**config.mk**
```make
export PLATFORM = sky130hd
export DESIGN_NAME = panel_run_ctrl
export DESIGN_NICKNAME = d
export VERILOG_FILES = /design/src/rtl/panel_run_pkg.sv /design/src/rtl/panel_run_fsm.sv /design/src/rtl/panel_run_addr.sv /design/src/rtl/panel_run_ctrl.sv
export SDC_FILE = /design/constraint.sdc
export NUM_CORES = 1
export LEC_CHECK = 0
export ABC_AREA = 1
export CAP_MARGIN = 10
export CORE_ASPECT_RATIO = 1.1
export CORE_MARGIN = 2
export CORE_UTILIZATION = 45
export CTS_CLUSTER_DIAMETER = 60
export DETAILED_ROUTE_END_ITERATION = 6
export DONT_BUFFER_PORTS = 1
export HOLD_SLACK_MARGIN = 0.1
export MAX_ROUTING_LAYER = met4
export REMOVE_ABC_BUFFERS = 1
export SETUP_SLACK_MARGIN = 0.15
export SLEW_MARGIN = 20
export SYNTH_ARGS = -nofsm -noshare
export SYNTH_HDL_FRONTEND = slang
export SYNTH_SLANG_ARGS = --single-unit
```
**constraint.sdc**
```tcl
create_clock -name clk -period 1.2 [get_ports clk]
set_input_delay 0.18 -clock clk [delete_from_list [all_inputs] [get_ports clk]]
set_output_delay 0.18 -clock clk [all_outputs]
set_load 0.005 [all_outputs]
```
**src/rtl/panel_run_pkg.sv**
```systemverilog
package panel_run_pkg;

  typedef enum logic [2:0] {
    S_SVC  = 3'd0,  // halted at instruction boundary
    S_CYC  = 3'd1,  // halted after a single bus cycle
    S_INIT = 3'd2,  // start held: system initialise
    S_RUN  = 3'd3,  // free running
    S_STEP = 3'd4   // one granted step
  } runState_e;

  typedef struct packed {
    logic latchStart;  // capture start address, pulse start strobe
  } ctrlStrobe_t;

endpackage

```
**src/rtl/panel_run_fsm.sv**
```systemverilog
module panel_run_fsm
  import panel_run_pkg::*;
(
  input  logic        clk,
  input  logic        rst_n,
  input  logic        enableSel,
  input  logic        stepInstr,
  input  logic        startKey,
  input  logic        contKey,
  input  logic        instrDone,
  input  logic        cycleDone,
  output logic        runOut,
  output logic        sysInit,
  output logic        serviceOut,
  output ctrlStrobe_t strobes
);

  runState_e state, stateNext;
  logic startQ, contQ, runQ, svcQ;
  logic startPress, startRel, contPress, haltNow;
  runState_e haltTarget;

  // key edge detection
  always_ff @(posedge clk) begin
    if (!rst_n) begin
      startQ <= 1'b0;
      contQ  <= 1'b0;
    end else begin
      startQ <= startKey;
      contQ  <= contKey;
    end
  end

  assign startPress = startKey & ~startQ;
  assign startRel   = ~startKey & startQ;
  assign contPress  = contKey & ~contQ;

  // halt point: instruction boundary always qualifies, bus cycle only in cycle mode
  assign haltNow    = instrDone | (cycleDone & ~stepInstr);
  assign haltTarget = instrDone ? S_SVC : S_CYC;

  always_comb begin
    stateNext = state;
    if (startPress) begin
      stateNext = S_INIT;
    end else begin
      unique case (state)
        S_SVC, S_CYC: if (contPress) stateNext = enableSel ? S_RUN : S_STEP;
        S_INIT:       if (startRel)  stateNext = enableSel ? S_RUN : S_SVC;
        S_RUN:        if (!enableSel && haltNow) stateNext = haltTarget;
        S_STEP:       if (haltNow) stateNext = haltTarget;
        default:      stateNext = S_SVC;
      endcase
    end
  end

  always_ff @(posedge clk) begin
    if (!rst_n) begin
      state <= S_SVC;
      runQ  <= 1'b0;
      svcQ  <= 1'b1;
    end else begin
      state <= stateNext;
      runQ  <= (stateNext == S_RUN) || (stateNext == S_STEP);
      svcQ  <= (stateNext == S_SVC);
    end
  end

  assign runOut             = runQ;
  assign serviceOut         = svcQ;
  assign sysInit            = (state == S_INIT);
  assign strobes.latchStart = (state == S_INIT) && startRel && enableSel;

  assert_svc_not_run_R10: assert property (@(posedge clk) disable iff (!rst_n)
    svcQ |-> !runQ);

  assert_init_no_run_R2: assert property (@(posedge clk) disable iff (!rst_n)
    (state == S_INIT) |-> !runQ);

  assert_instr_halt_R6: assert property (@(posedge clk) disable iff (!rst_n)
    (runQ && !startPress && !enableSel && stepInstr && instrDone) |=> (!runQ && svcQ));

  assert_cycle_halt_R7: assert property (@(posedge clk) disable iff (!rst_n)
    (runQ && !startPress && !enableSel && !stepInstr && cycleDone && !instrDone)
      |=> (!runQ && !svcQ));

  assert_step_once_R8: assert property (@(posedge clk) disable iff (!rst_n)
    (!runQ && contKey && contQ && !startKey && !startQ) |=> !runQ);

endmodule

```
**src/rtl/panel_run_addr.sv**
```systemverilog
module panel_run_addr
  import panel_run_pkg::*;
#(
  parameter int ADDR_W = 18
) (
  input  logic              clk,
  input  logic              rst_n,
  input  ctrlStrobe_t       strobes,
  input  logic              loadAddrPulse,
  input  logic              examPulse,
  input  logic              depPulse,
  input  logic [ADDR_W-1:0] switchAddr,
  input  logic [ADDR_W-1:0] busAddr,
  output logic [ADDR_W-1:0] startAddr,
  output logic              startLoad
);

  logic [ADDR_W-1:0] savedAddr;
  logic              freshQ;

  always_ff @(posedge clk) begin
    if (!rst_n) begin
      savedAddr <= '0;
      freshQ    <= 1'b0;
      startAddr <= '0;
      startLoad <= 1'b0;
    end else begin
      if (loadAddrPulse) begin
        savedAddr <= switchAddr;
        freshQ    <= 1'b1;
      end else if (examPulse || depPulse) begin
        freshQ    <= 1'b0;
      end
      startLoad <= strobes.latchStart;
      if (strobes.latchStart) startAddr <= freshQ ? savedAddr : busAddr;
    end
  end

  assert_load_single_R3: assert property (@(posedge clk) disable iff (!rst_n)
    startLoad |=> !startLoad);

  assert_addr_hold_R5: assert property (@(posedge clk) disable iff (!rst_n)
    !strobes.latchStart |=> $stable(startAddr));

endmodule

```
**src/rtl/panel_run_ctrl.sv**
```systemverilog
module panel_run_ctrl
  import panel_run_pkg::*;
#(
  parameter int ADDR_W = 18
) (
  input  logic              clk,
  input  logic              rst_n,
  input  logic              enableSel,
  input  logic              stepInstr,
  input  logic              startKey,
  input  logic              contKey,
  input  logic              loadAddrPulse,
  input  logic              examPulse,
  input  logic              depPulse,
  input  logic [ADDR_W-1:0] switchAddr,
  input  logic [ADDR_W-1:0] busAddr,
  input  logic              instrDone,
  input  logic              cycleDone,
  output logic              runOut,
  output logic              sysInit,
  output logic              serviceOut,
  output logic              startLoad,
  output logic [ADDR_W-1:0] startAddr
);

  ctrlStrobe_t strobes;

  panel_run_fsm u_fsm (
    .clk        (clk),
    .rst_n      (rst_n),
    .enableSel  (enableSel),
    .stepInstr  (stepInstr),
    .startKey   (startKey),
    .contKey    (contKey),
    .instrDone  (instrDone),
    .cycleDone  (cycleDone),
    .runOut     (runOut),
    .sysInit    (sysInit),
    .serviceOut (serviceOut),
    .strobes    (strobes)
  );

  panel_run_addr #(.ADDR_W(ADDR_W)) u_addr (
    .clk           (clk),
    .rst_n         (rst_n),
    .strobes       (strobes),
    .loadAddrPulse (loadAddrPulse),
    .examPulse     (examPulse),
    .depPulse      (depPulse),
    .switchAddr    (switchAddr),
    .busAddr       (busAddr),
    .startAddr     (startAddr),
    .startLoad     (startLoad)
  );

endmodule

```
# After elaboration in Yosys (flattened, before gate mapping)

Index checks and enable logic that the tools add are counted.
Widths: inputs -> output; s select.

Register bits: 45
Output and inout bits: 22
Logic and storage cells: 46

Equal/unequal tests: 6
Multiplexer cells: 12
Bitwise gates (word level): 9
Reductions and logical operators: 10

Operators by type and width:

| operator           | number |
|---|---|
| $mux 18            | 1 |
| $mux 3             | 6 |
| $pmux 3 s4         | 1 |
| $eq 3x2->1 const B | 3 |
| $eq 3x3->1 const B | 2 |
| $logic_not 3->1    | 2 |
| $and 1x1->1        | 4 |
| $not 1->1          | 4 |
| $eq 3x1->1 const B | 1 |
| $logic_and 1x1->1  | 3 |
| $mux 1             | 3 |
| $logic_or 1x1->1   | 2 |
| $mux 2             | 1 |
| $reduce_bool 2->1  | 1 |
| $reduce_or 2->1    | 1 |
| $logic_not 1->1    | 1 |
| $or 1x1->1         | 1 |

# Depth between registers and ports, before layout

Gate-level depths: netlist (run 1).

Depth in word-level cells: 9
Gate-level depth with buffers: 10

# Hierarchy

A second synthesis (run 1) with hierarchy kept.

Cell total of the unflattened synthesis: 303
Area total of the unflattened synthesis: 2,087.0 µm²

Modules (own cells, without submodules):

| module         | instances | cells an instance | area each (µm²) |
|---|---|---|---|
| panel_run_addr | 1         | 241               | 1,680.4 |
| panel_run_fsm  | 1         | 62                | 406.6 |

# Least setup slack after synthesis (run 1)

Ideal clock, no wire load.

Kind: reg-to-reg
Start point: register u_fsm.state[2]
End point: register u_addr.startAddr[10]
Library setup time: 119 ps
Data arrival time: 1,002 ps
Required time: 1,081 ps
Path slack: 79 ps
Stages on the path, launching flop included: 6
Path through: dfxtp_1 > nor3_4 > nand2_2 > clkinv_4 > buf_4 > a21oi_2

Word-level cells in the longest chain between the ends: 3

Ends and longest elaborated chain:

| item                           | RTL line             | RTL |
|---|---|---|
| from (decl)                    | panel_run_fsm.sv:18  | `runState_e state, stateNext;` |
| from (signal assigned)         | panel_run_fsm.sv:63  | `state <= stateNext;` |
| $eq 3x2->1                     | -                    |  |
| via sysInit                    | panel_run_ctrl.sv:20 | `output logic sysInit,` |
| $logic_and 1x1->1 (2 in a row) | panel_run_fsm.sv:72  | `assign strobes.latchStart = (state == S_INIT) && startRel && enableSel;` |
| to (signal assigned)           | panel_run_addr.sv:35 | `if (strobes.latchStart) startAddr <= freshQ ? savedAddr : busAddr;` |
| to (decl)                      | panel_run_addr.sv:14 | `output logic [ADDR_W-1:0] startAddr,` |

The timed path passes the listed nets, and every way through them passes these cells.
A chain may end at the register's enable or synchronous reset.

# Worst setup path after layout (run 1)

Start point: register u_fsm.state[0]
End point: output sysInit

Word-level cells in the longest chain between the ends: 1

Ends and longest elaborated chain:

| item       | RTL line             | RTL |
|---|---|---|
| $eq 3x2->1 | panel_run_fsm.sv:71  | `assign sysInit = (state == S_INIT);` |
| to (decl)  | panel_run_ctrl.sv:20 |  |

Every way passes these cells.

==> results of run 1 <==
==> metrics by stage <==
| stage | setup TNS, ns | hold WS [ns] | utilization (%) | power (W) | setup WS, ns |
|---|---|---|---|---|---|
| final | -0.00532 | 0.00788 | 58.5 | 0.00282 | -0.00532 |
| after global routing | -0.165 | -0.00968 | 58.5 | 0.00298 | -0.0533 |
| after CTS | 0 | -0.0129 | 55.6 | 0.00282 | 0.00851 |
| after detailed placement | -1.10 | 0.280 | 48.5 | 0.00191 | -0.0833 |
| after global placement | -0.451 | 0.276 | 48.5 | 0.00191 | -0.0531 |
| after floorplan | -1.82 | 0.273 | - | 0.00184 | -0.111 |
==> registers in the layout, summed over array words and instances (netlist names) <==
signal	flops
u_addr.freshQ	1
u_addr.savedAddr	18
u_addr.startAddr	18
u_addr.startLoad	1
u_fsm.contQ	1
u_fsm.runOut	1
u_fsm.serviceOut	1
u_fsm.startQ	1
u_fsm.state	3
==> final cells by class <==
class,count,area share (%)
Timing Repair inverter,4,3.32
Timing Repair Buffer,18,8.22
Clock buffer,8,3.37
Tap cell,52,2.74
Sequential cell,45,38.3
Inverter,36,6.22
Multi-Input combinational cell,169,37.8
==> cell families after synthesis <==
group | after synthesis | synth area share, %
AND/OR/NAND/NOR | 93 | 19.8
AO/OA/AOI/OAI | 76 | 22.3
buffers and inverters | 50 | 11.3
flip-flops | 45 | 46.7
==> power by group through the flow <==
| stage | clock (W) | sequential, W | combinational [W] |
|---|---|---|---|
| after CTS | 0.000905 | 0.00161 | 0.000307 |
| after global routing | 0.000971 | 0.00162 | 0.000395 |
| after floorplan | 0 | 0.00164 | 0.000197 |
| final | 0.000868 | 0.00161 | 0.000344 |
| after global placement | 0 | 0.00164 | 0.000266 |
| after detailed placement | 0 | 0.00164 | 0.000268 |
==> metal layers <==
metal	routed length, um	up-vias
met5	0	-
met4	39	0
met3	261	5
met2	2090	50
met1	1940	719
li1	-	869
==> how the worst min path moves through the flow <==
| stage | start | to | slack [ns] | cells past startpoint |
|---|---|---|---|---|
| floorplan | contKey | u_fsm.contQ | 0.27 | 2 |
| CTS | rst_n | u_fsm.startQ | -0.01 | 2 |
| finish | rst_n | u_fsm.startQ | 0.008 | 2 |
| detailed placement | startKey | u_fsm.startQ | 0.28 | 2 |
| global placement | startKey | u_fsm.startQ | 0.28 | 2 |
| global route | rst_n | u_fsm.contQ | -0.01 | 2 |
==> cell usage in the layout (no fill, tap or decap), types with 2 or more instances in the layout <==
master	n
nand2_2	4
clkbuf_1	3
nand4_1	2
nor2_4	2
dlygate4sd3_1	11
inv_1	30
a21oi_2	17
o21ai_1	17
o21ai_0	19
clkinv_8	4
buf_6	2
buf_12	2
dfxtp_1	42
nand2_1	13
buf_4	3
nor2_1	59
a21oi_1	19
nor2_2	2
clkbuf_8	5
dfxtp_4	2
inv_2	4
nand3_1	7
==> repair_timing <==
action,4_1_cts,5_1_grt
hold buffers,6,5
resized for setup,18,25
buffers inserted,1,1
gates cloned,4,0
pin swaps,5,9
endpoints found under the hold margin,43,41
setup endpoints to repair,24,25
==> results.toml, run 1 <==
[run_status]
status = "finished, violations left"
violations = "negative setup slack"

[route]
dr_total_vias = 1643
dr.pass1.iters = 4
wl_per_cell_um = 13.1
routed_wl_mm = 4.34
via_per_inst = 4.95
drtIter0Drc = 94
drc_errors = 0
ant_nets = 0

[synthesis]
yosysSeqAreaShare_pct = 46.7
yosysTopAreaCell = "dfxtp_1"
yosysWarnings = 0
yosys.area.top_type_share_pct = 46.7
ys_top_cells_by_area = "dfxtp_1 (47%), nor2_1 (12%), inv_1 (6.6%)"
synthArstFlopShare_pct = 0
syn_inst = 264
avgSynthCellArea_um2 = 7.31
syn_area_um2 = 1930
synth_edf_count = 0
netlist_top_cells_count = "nor2_1 (63), dfxtp_1 (45), inv_1 (34)"
yosys.cell_types.count = 23
synth_seq_cells = 45
synth-main-ff-cell = "dfxtp_1"
synth_most_common_cell = "nor2_1"

[global_route]
grt_pass1_vias = 1625
grt_util_met2_pct = 32.6
gr-total-overflow = 0
antenna_found_initial = 0
use_met1_pct = 24.5
track_usage_pct = 20.1
grt_pass1_wl_mm = 7.31
busiest_layer = "met2"
grtUsageMet3_pct = 5.40
grt_max_degree = 42

[place]
post-dp-hpwl_mm = 2.60
place_congestion = 0.771
dp_cells = 307
placed_cell_area_um2 = 1970
io_buffers = 0

[setup_path]
timing.rr.end = "u_fsm.runOut"
cp_top_family = "flip-flops"
start_kind = "register"
crit_path_max_incr_delay_ns = 0.36
cp.required_ns = 1.02
critPathCapture = "sysInit"
crit_slowest_cell = "dfxtp_4"
cp.depth = 2
critPathKind = "reg -> out"
rr_worst_depth = 8
path_cells = "nor3_4 -> buf_6"
reg2reg_slack_ns = 0.03
critPathLaunch = "u_fsm.state[0]"
critPathCaptureType = "output port"
arrival_ns = 1.03
critPathMaxFanout = 3
timing.rr.start = "u_fsm.state[0]"
crit_buf_inv = 1

[hold_path]
hold_class = "in -> reg"

[power_and_ir_drop]
power_frac_clock_pct = 30.8
leakage_nw = 1.06
sw_frac_of_total_pct = 24.4
pwr-share-comb_pct = 12.2
p_sw_w = 0.000687
p_int_w = 0.00213
vdd_ir_drop_max_mv = 0.728
seq_power_share_pct = 57.0
power_density_nw_per_um2 = 1190

[clock_network]
clockRootBuffer = "clkbuf_8"
htree_levels = 2
insertion_delay_ns = 0.28
cts_sinks = 45
cts.clk_slew.worst_paths_ns = 0.07
tritoncts = "done"
clockBufferDepth = 2
cts_buffers = 5

[sta]
setup_violations = 1
finalHoldViolCount = 0
fin_worst_skew_ns = 0.00573
finalMaxSlewViolations = 0
setup_ws_ns = -0.00532
fmax_mhz = 830
period_minus_slack_ns = 1.21
rsz0062_at_grt = "yes"
finalCritPeriodShare_pct = 100
relSlewSlack_pct = 83.7
worstMarginPinSlew_ns = 0.245

[die]
dieArea_um2 = 4830
start_util_pct = 47.6
core-area_um2 = 4050
ios = 69
num_rows = 24
die_h_um = 72.7
die_w_um = 66.5

[layout]
layout.cells.non_filler = 332
diodes = 0
final_area_um2 = 2370
nNetsFinal = 326
seqCellArea_um2 = 910
fillerInstances = 400
area_growth_pct = 22.9
drive_gt1_share_pct = 20.0
multi_input_area_um2 = 897

[run]
max_cap_violations = 0
Power figures use the tool's default switching activity.
==> inputs of run 2 (changes only) <==
Settings changed: BUFFER_PORTS_ARGS set to -buffer_cell sky130_fd_sc_hd__buf_2, DONT_BUFFER_PORTS 1 to not set, PLACE_DENSITY set to 0.72.
==> results.toml, run 2 (same netlist as run 1, synthesis figures left out) <==
[layout]
postLayoutCoreUtil_pct = 69.7
drive_gt1_share_pct = 40.2
final_common_cell = "buf_2"
nNetsFinal = 405
fillerInstances = 347
area_growth_pct = 46.4
diodes = 0
largestRegisters = "u_addr.savedAddr (18), u_addr.startAddr (18), u_fsm.state (3)"
layout_common_cells = "buf_2 (67), nor2_1 (59), dfxtp_1 (42)"
layout.cells.non_filler = 410

[place]
place_congestion = 0.748
io_buffers = 68
dp_cells = 385
post-dp-hpwl_mm = 3.06

[die]
num_rows = 24
dieArea_um2 = 4830
start_util_pct = 47.6
core-area_um2 = 4050
die_w_um = 66.5
die_h_um = 72.7
ios = 69

[route]
wl_per_cell_um = 12.8
drc_errors = 0
dr_total_vias = 1980
ant_nets = 0
via_per_inst = 4.83
dr.pass1.iters = 4
drtIter0Drc = 63
routed_wl_mm = 5.25

[sta]
setup_violations = 22
finalMaxSlewViolations = 0
relSlewSlack_pct = 77.2
fmax_mhz = 746
fin_worst_skew_ns = 0.00715
rsz0062_at_grt = "yes"
finalCritPeriodShare_pct = 112
period_minus_slack_ns = 1.34
worstMarginPinSlew_ns = 0.343
finalHoldViolCount = 0
setup_ws_ns = -0.140

[clock_network]
tritoncts = "done"
cts_buffers = 5
clockRootBuffer = "clkbuf_8"
insertion_delay_ns = 0.29
htree_levels = 2
cts_sinks = 45
cts.clk_slew.worst_paths_ns = 0.08
clockBufferDepth = 2

[setup_path]
rr_worst_depth = 9
cp_top_family = "simple AND/OR/NAND/NOR gates"
cp.required_ns = 1.40
crit_slowest_cell = "dfxtp_2"
critPathMaxFanout = 3
arrival_ns = 1.54
path_cells = "inv_4 -> nor3_4 -> buf_6 -> nand2_4 -> buf_6 -> nand2_4 -> o21bai_4 -> nor2_2 -> nor2_1"
reg2reg_slack_ns = -0.14
timing.rr.end = "u_fsm.serviceOut"
critPathKind = "reg -> reg"
crit_path_max_incr_delay_ns = 0.36
critPathLaunch = "u_fsm.state[1]"
cp.depth = 9
start_kind = "register"
critPathCapture = "u_fsm.serviceOut"
crit_buf_inv = 3
timing.rr.start = "u_fsm.state[1]"
critPathCaptureType = "register"

[global_route]
gr-total-overflow = 0
grt_max_degree = 27
track_usage_pct = 23.1
grt_pass1_vias = 1879
antenna_found_initial = 0
grt_pass1_wl_mm = 8.24

[power_and_ir_drop]
vdd_ir_drop_max_mv = 1.00
power_density_nw_per_um2 = 1080
power_w = 0.00306
leakage_nw = 1.46

[run]
max_cap_violations = 0

[run_status]
violations = "negative setup slack"
status = "finished, violations left"

[hold_path]
min_path_cells = 3
hold_class = "in -> reg"
==> run 2: stage by stage <==
stage	instance area [um2]	hold WS, ns	setup WS, ns	setup TNS, ns
after floorplan	1850	0.273	-0.111	-1.82
after global placement	2400	0.392	-0.0267	-0.0448
after detailed placement	2400	0.395	-0.0644	-0.431
after CTS	2710	0.104	-0.0332	-0.0803
after global routing	2830	0.105	-0.190	-2.45
final	2830	0.114	-0.140	-1.32
==> run 2: worst min-delay path by stage <==
| stage | end | slack, ns | from |
|---|---|---|---|
| finish | u_fsm.contQ | 0.11 | contKey |
| global route | u_addr.savedAddr[10] | 0.10 | switchAddr[10] |
| CTS | u_fsm.contQ | 0.10 | contKey |
| detailed placement | u_fsm.startQ | 0.39 | startKey |
| global placement | u_fsm.startQ | 0.39 | startKey |
| floorplan | u_fsm.contQ | 0.27 | contKey |
==> run 2: where the power goes <==
| group | internal [W] | leakage [nW] | switching [W] |
|---|---|---|---|
| logic | 0.000245 | 1.04 | 0.000276 |
| registers | 0.00157 | 0.371 | 0.0000390 |
| clock network | 0.000457 | 0.0443 | 0.000473 |
==> run 2: area by class of cell <==
class | instances | area (um2) | share of cell area, %
multi-input combinational | 169 | 915 | 32.4
sequential | 45 | 907 | 32.1
timing repair buffer | 95 | 618 | 21.9
inverter | 36 | 150 | 5.31
clock buffer | 7 | 86.3 | 3.05
timing repair inverter | 6 | 85.1 | 3.01
tap | 52 | 65.1 | 2.30
==> run 2: worst register-to-register path: stages, from the launching register on <==
cell and delay, ns:
dfxtp_2 0.36, inv_4 0.05, nor3_4 0.21, buf_6 0.13, nand2_4 0.06, buf_6 0.13, nand2_4 0.06, o21bai_4 0.06
nor2_2 0.13, nor2_1 0.06
==> run 2: layer usage <==
metal / GRT usage (%) / share of wire [%]
met3: 5.86 / 5.4
met5: - / 0
met4: 6.80 / 1.1
met1: 27.6 / 45
met2: 38.4 / 48
==> run 2: what timing repair did <==
item | 4_1_cts | 5_1_grt
endpoints found under the hold margin | 5 | 0
hold buffers | 5 | 0
gates resized for setup | 28 | 27
setup endpoints to repair | 24 | 25
buffers inserted | 6 | 1
pin swaps | 2 | 6
gates cloned | 3 | 3
==> inputs of run 3 (changes only) <==
Settings changed: CORE_UTILIZATION 45 to 50, PLACE_DENSITY 0.72 to 0.78, SYNTH_HIERARCHICAL set to 1.
==> results.toml, run 3 <==
[route]
dr_total_vias = 2044
dr.pass1.iters = 4
via_per_inst = 4.70
ant_nets = 0
drtIter0Drc = 104
routed_wl_mm = 5.02
wl_per_cell_um = 11.5
drc_errors = 0

[clock_network]
cts.clk_slew.worst_paths_ns = 0.08
cts_sinks = 45
tritoncts = "done"
insertion_delay_ns = 0.29
cts_buffers = 5
clockBufferDepth = 2
clockRootBuffer = "clkbuf_8"
htree_levels = 2

[place]
io_buffers = 68
post-dp-hpwl_mm = 3.22
placed_cell_area_um2 = 2450
place_congestion = 0.806

[die]
ios = 69
die_w_um = 65.6
dieArea_um2 = 4710
start_util_pct = 52.3
core-area_um2 = 3990
num_rows = 24
die_h_um = 71.8

[sta]
worstMarginPinSlew_ns = 0.334
fmax_mhz = 803
rsz0062_at_grt = "yes"
setup_ws_ns = -0.0446
setup_violations = 2
finalCritPeriodShare_pct = 104
finalMaxSlewViolations = 0
relSlewSlack_pct = 77.7
finalHoldViolCount = 0
fin_worst_skew_ns = 0.00676
period_minus_slack_ns = 1.24

[synthesis]
yosysSeqAreaShare_pct = 43.2
syn_inst = 303
syn_area_um2 = 2090
synthArstFlopShare_pct = 0
synth-main-ff-cell = "dfxtp_1"
synth_edf_count = 0
yosysTopAreaCell = "dfxtp_1"
ys_top_cells_by_area = "dfxtp_1 (43%), nor2_1 (17%), nand2_1 (9.2%)"
yosysWarnings = 6
avgSynthCellArea_um2 = 6.89
synth_seq_cells = 45
yosys.area.top_type_share_pct = 43.2
yosys.cell_types.count = 22
netlist_top_cells_count = "nor2_1 (96), nand2_1 (51), dfxtp_1 (45)"
synth_most_common_cell = "nor2_1"

[power_and_ir_drop]
pwr-share-comb_pct = 14.0
leakage_nw = 1.40
seq_power_share_pct = 49.6
power_density_nw_per_um2 = 1170
vdd_ir_drop_max_mv = 0.854
power_frac_clock_pct = 36.4
p_sw_w = 0.000774
power_w = 0.00322
sw_frac_of_total_pct = 24.0
p_int_w = 0.00245

[layout]
layout_common_cells = "nor2_1 (88), buf_2 (68), nand2_1 (43)"
diodes = 0
area_growth_pct = 31.8
final_common_cell = "nor2_1"
nNetsFinal = 429
drive_gt1_share_pct = 33.9
final_area_um2 = 2750
fillerInstances = 356
largestRegisters = "u_addr/savedAddr (18), u_addr/startAddr (18), u_fsm/state (3)"
postLayoutCoreUtil_pct = 68.9

[hold_path]
hold_class = "in -> reg"

[global_route]
grt_pass1_wl_mm = 8.22
track_usage_pct = 22.6
gr-total-overflow = 0
grt_pass1_vias = 1984
grt_max_degree = 34
antenna_found_initial = 0

[setup_path]
crit_top_cell = "inv_2"
cp.required_ns = 1.02
critPathCaptureType = "output port"
path_cells = "inv_2 -> nand3_4 -> buf_6 -> inv_2 -> buf_2"
arrival_ns = 1.06
crit_slowest_cell = "dfxtp_2"
critPathMaxFanout = 2
critPathKind = "reg -> out"
start_kind = "register"
crit_path_max_incr_delay_ns = 0.33

[run_status]
status = "finished, violations left"
violations = "negative setup slack"

[run]
max_cap_violations = 0
-- run 3: cell count changes after synthesis, sizes merged, moves of 2 or more --
| cell | before | now |
|---|---|---|
| nand4 | 2 | 0 |
| buf | 9 | 13 |
| a21oi | 37 | 2 |
| nand3 | 7 | 12 |
| nand2 | 18 | 52 |
| inv | 34 | 36 |
| nor2 | 63 | 102 |
| clkbuf | 5 | 2 |
| clkinv | 2 | 0 |
-- run 3: worst paths after layout --
check,to,cells past startpoint,start,slack (ns)
setup reg to reg,u_fsm/serviceOut,9,u_fsm/state[2],0
setup / recovery,sysInit,5,u_fsm/state[2],-0.04
hold reg to reg,u_addr/savedAddr[7],2,u_addr/savedAddr[7],0.50
hold / removal,u_addr/savedAddr[10],3,switchAddr[10],0.11
-- run 3: layer usage --
metal	global-route usage [%]	share of wire, %	up-vias
met5	-	0	-
met2	39.0	49	63
li1	-	-	1071
met1	26.7	45	902
met3	4.40	5.4	8
met4	6.25	1.3	0
-- run 3: power groups by stage --
stage	sequential, W	clock [W]	combinational, W
finish	0.00160	0.00117	0.000451
global route	0.00161	0.00125	0.000504
CTS	0.00160	0.00119	0.000425
detailed placement	0.00163	0	0.000389
global placement	0.00163	0	0.000381
floorplan	0.00164	0	0.000179
-- run 3: cell type report --
| type | count | area (um2) | area share (%) |
|---|---|---|---|
| clock buffer | 7 | 86.3 | 3.14 |
| sequential | 45 | 908 | 33.0 |
| inverter | 36 | 138 | 5.00 |
| timing repair buffer | 87 | 543 | 19.7 |
| tap | 52 | 65.1 | 2.36 |
| clock inverter | 1 | 30.0 | 1.09 |
| multi-input combinational | 207 | 981 | 35.7 |
-- run 3: logic make-up (layout without fill, tap and decap cells) --
| group | count (synthesis) | in the layout | share of synthesized area (%) |
|---|---|---|---|
| buffers and inverters | 51 | 131 | 13.8 |
| AOI/OAI and AO/OA | 39 | 39 | 9.53 |
| and+or+nand+nor | 168 | 168 | 33.5 |
| DFF | 45 | 45 | 43.2 |
-- run 3: metrics by stage --
step           setup WS [ns]  hold slack, ns  TNS, ns  std cells
4_1_cts              -0.0185           0.100  -0.0185        435
3_3_place_gp          0.0138           0.391        0        419
2_1_floorplan         -0.384           0.249    -6.97        288
6_report             -0.0446           0.107  -0.0491        435
3_5_place_dp         -0.0257           0.399   -0.115        419
5_1_grt              -0.0813           0.107   -0.521        435
-- run 3: critical path: cells and delay by family (launching register included) --
| family | cells | cell delay [ns] |
|---|---|---|
| flops | 1 | 0.33 |
| simple gates | 1 | 0.10 |
| buf+inv | 4 | 0.35 |
-- run 3: timing repair --
item,in CTS,in global routing
buffers inserted,3,0
hold buffers,5,0
endpoints found under the setup margin,25,25
pin swaps,3,2
endpoints found under the hold margin,5,0
gates resized for setup,16,21
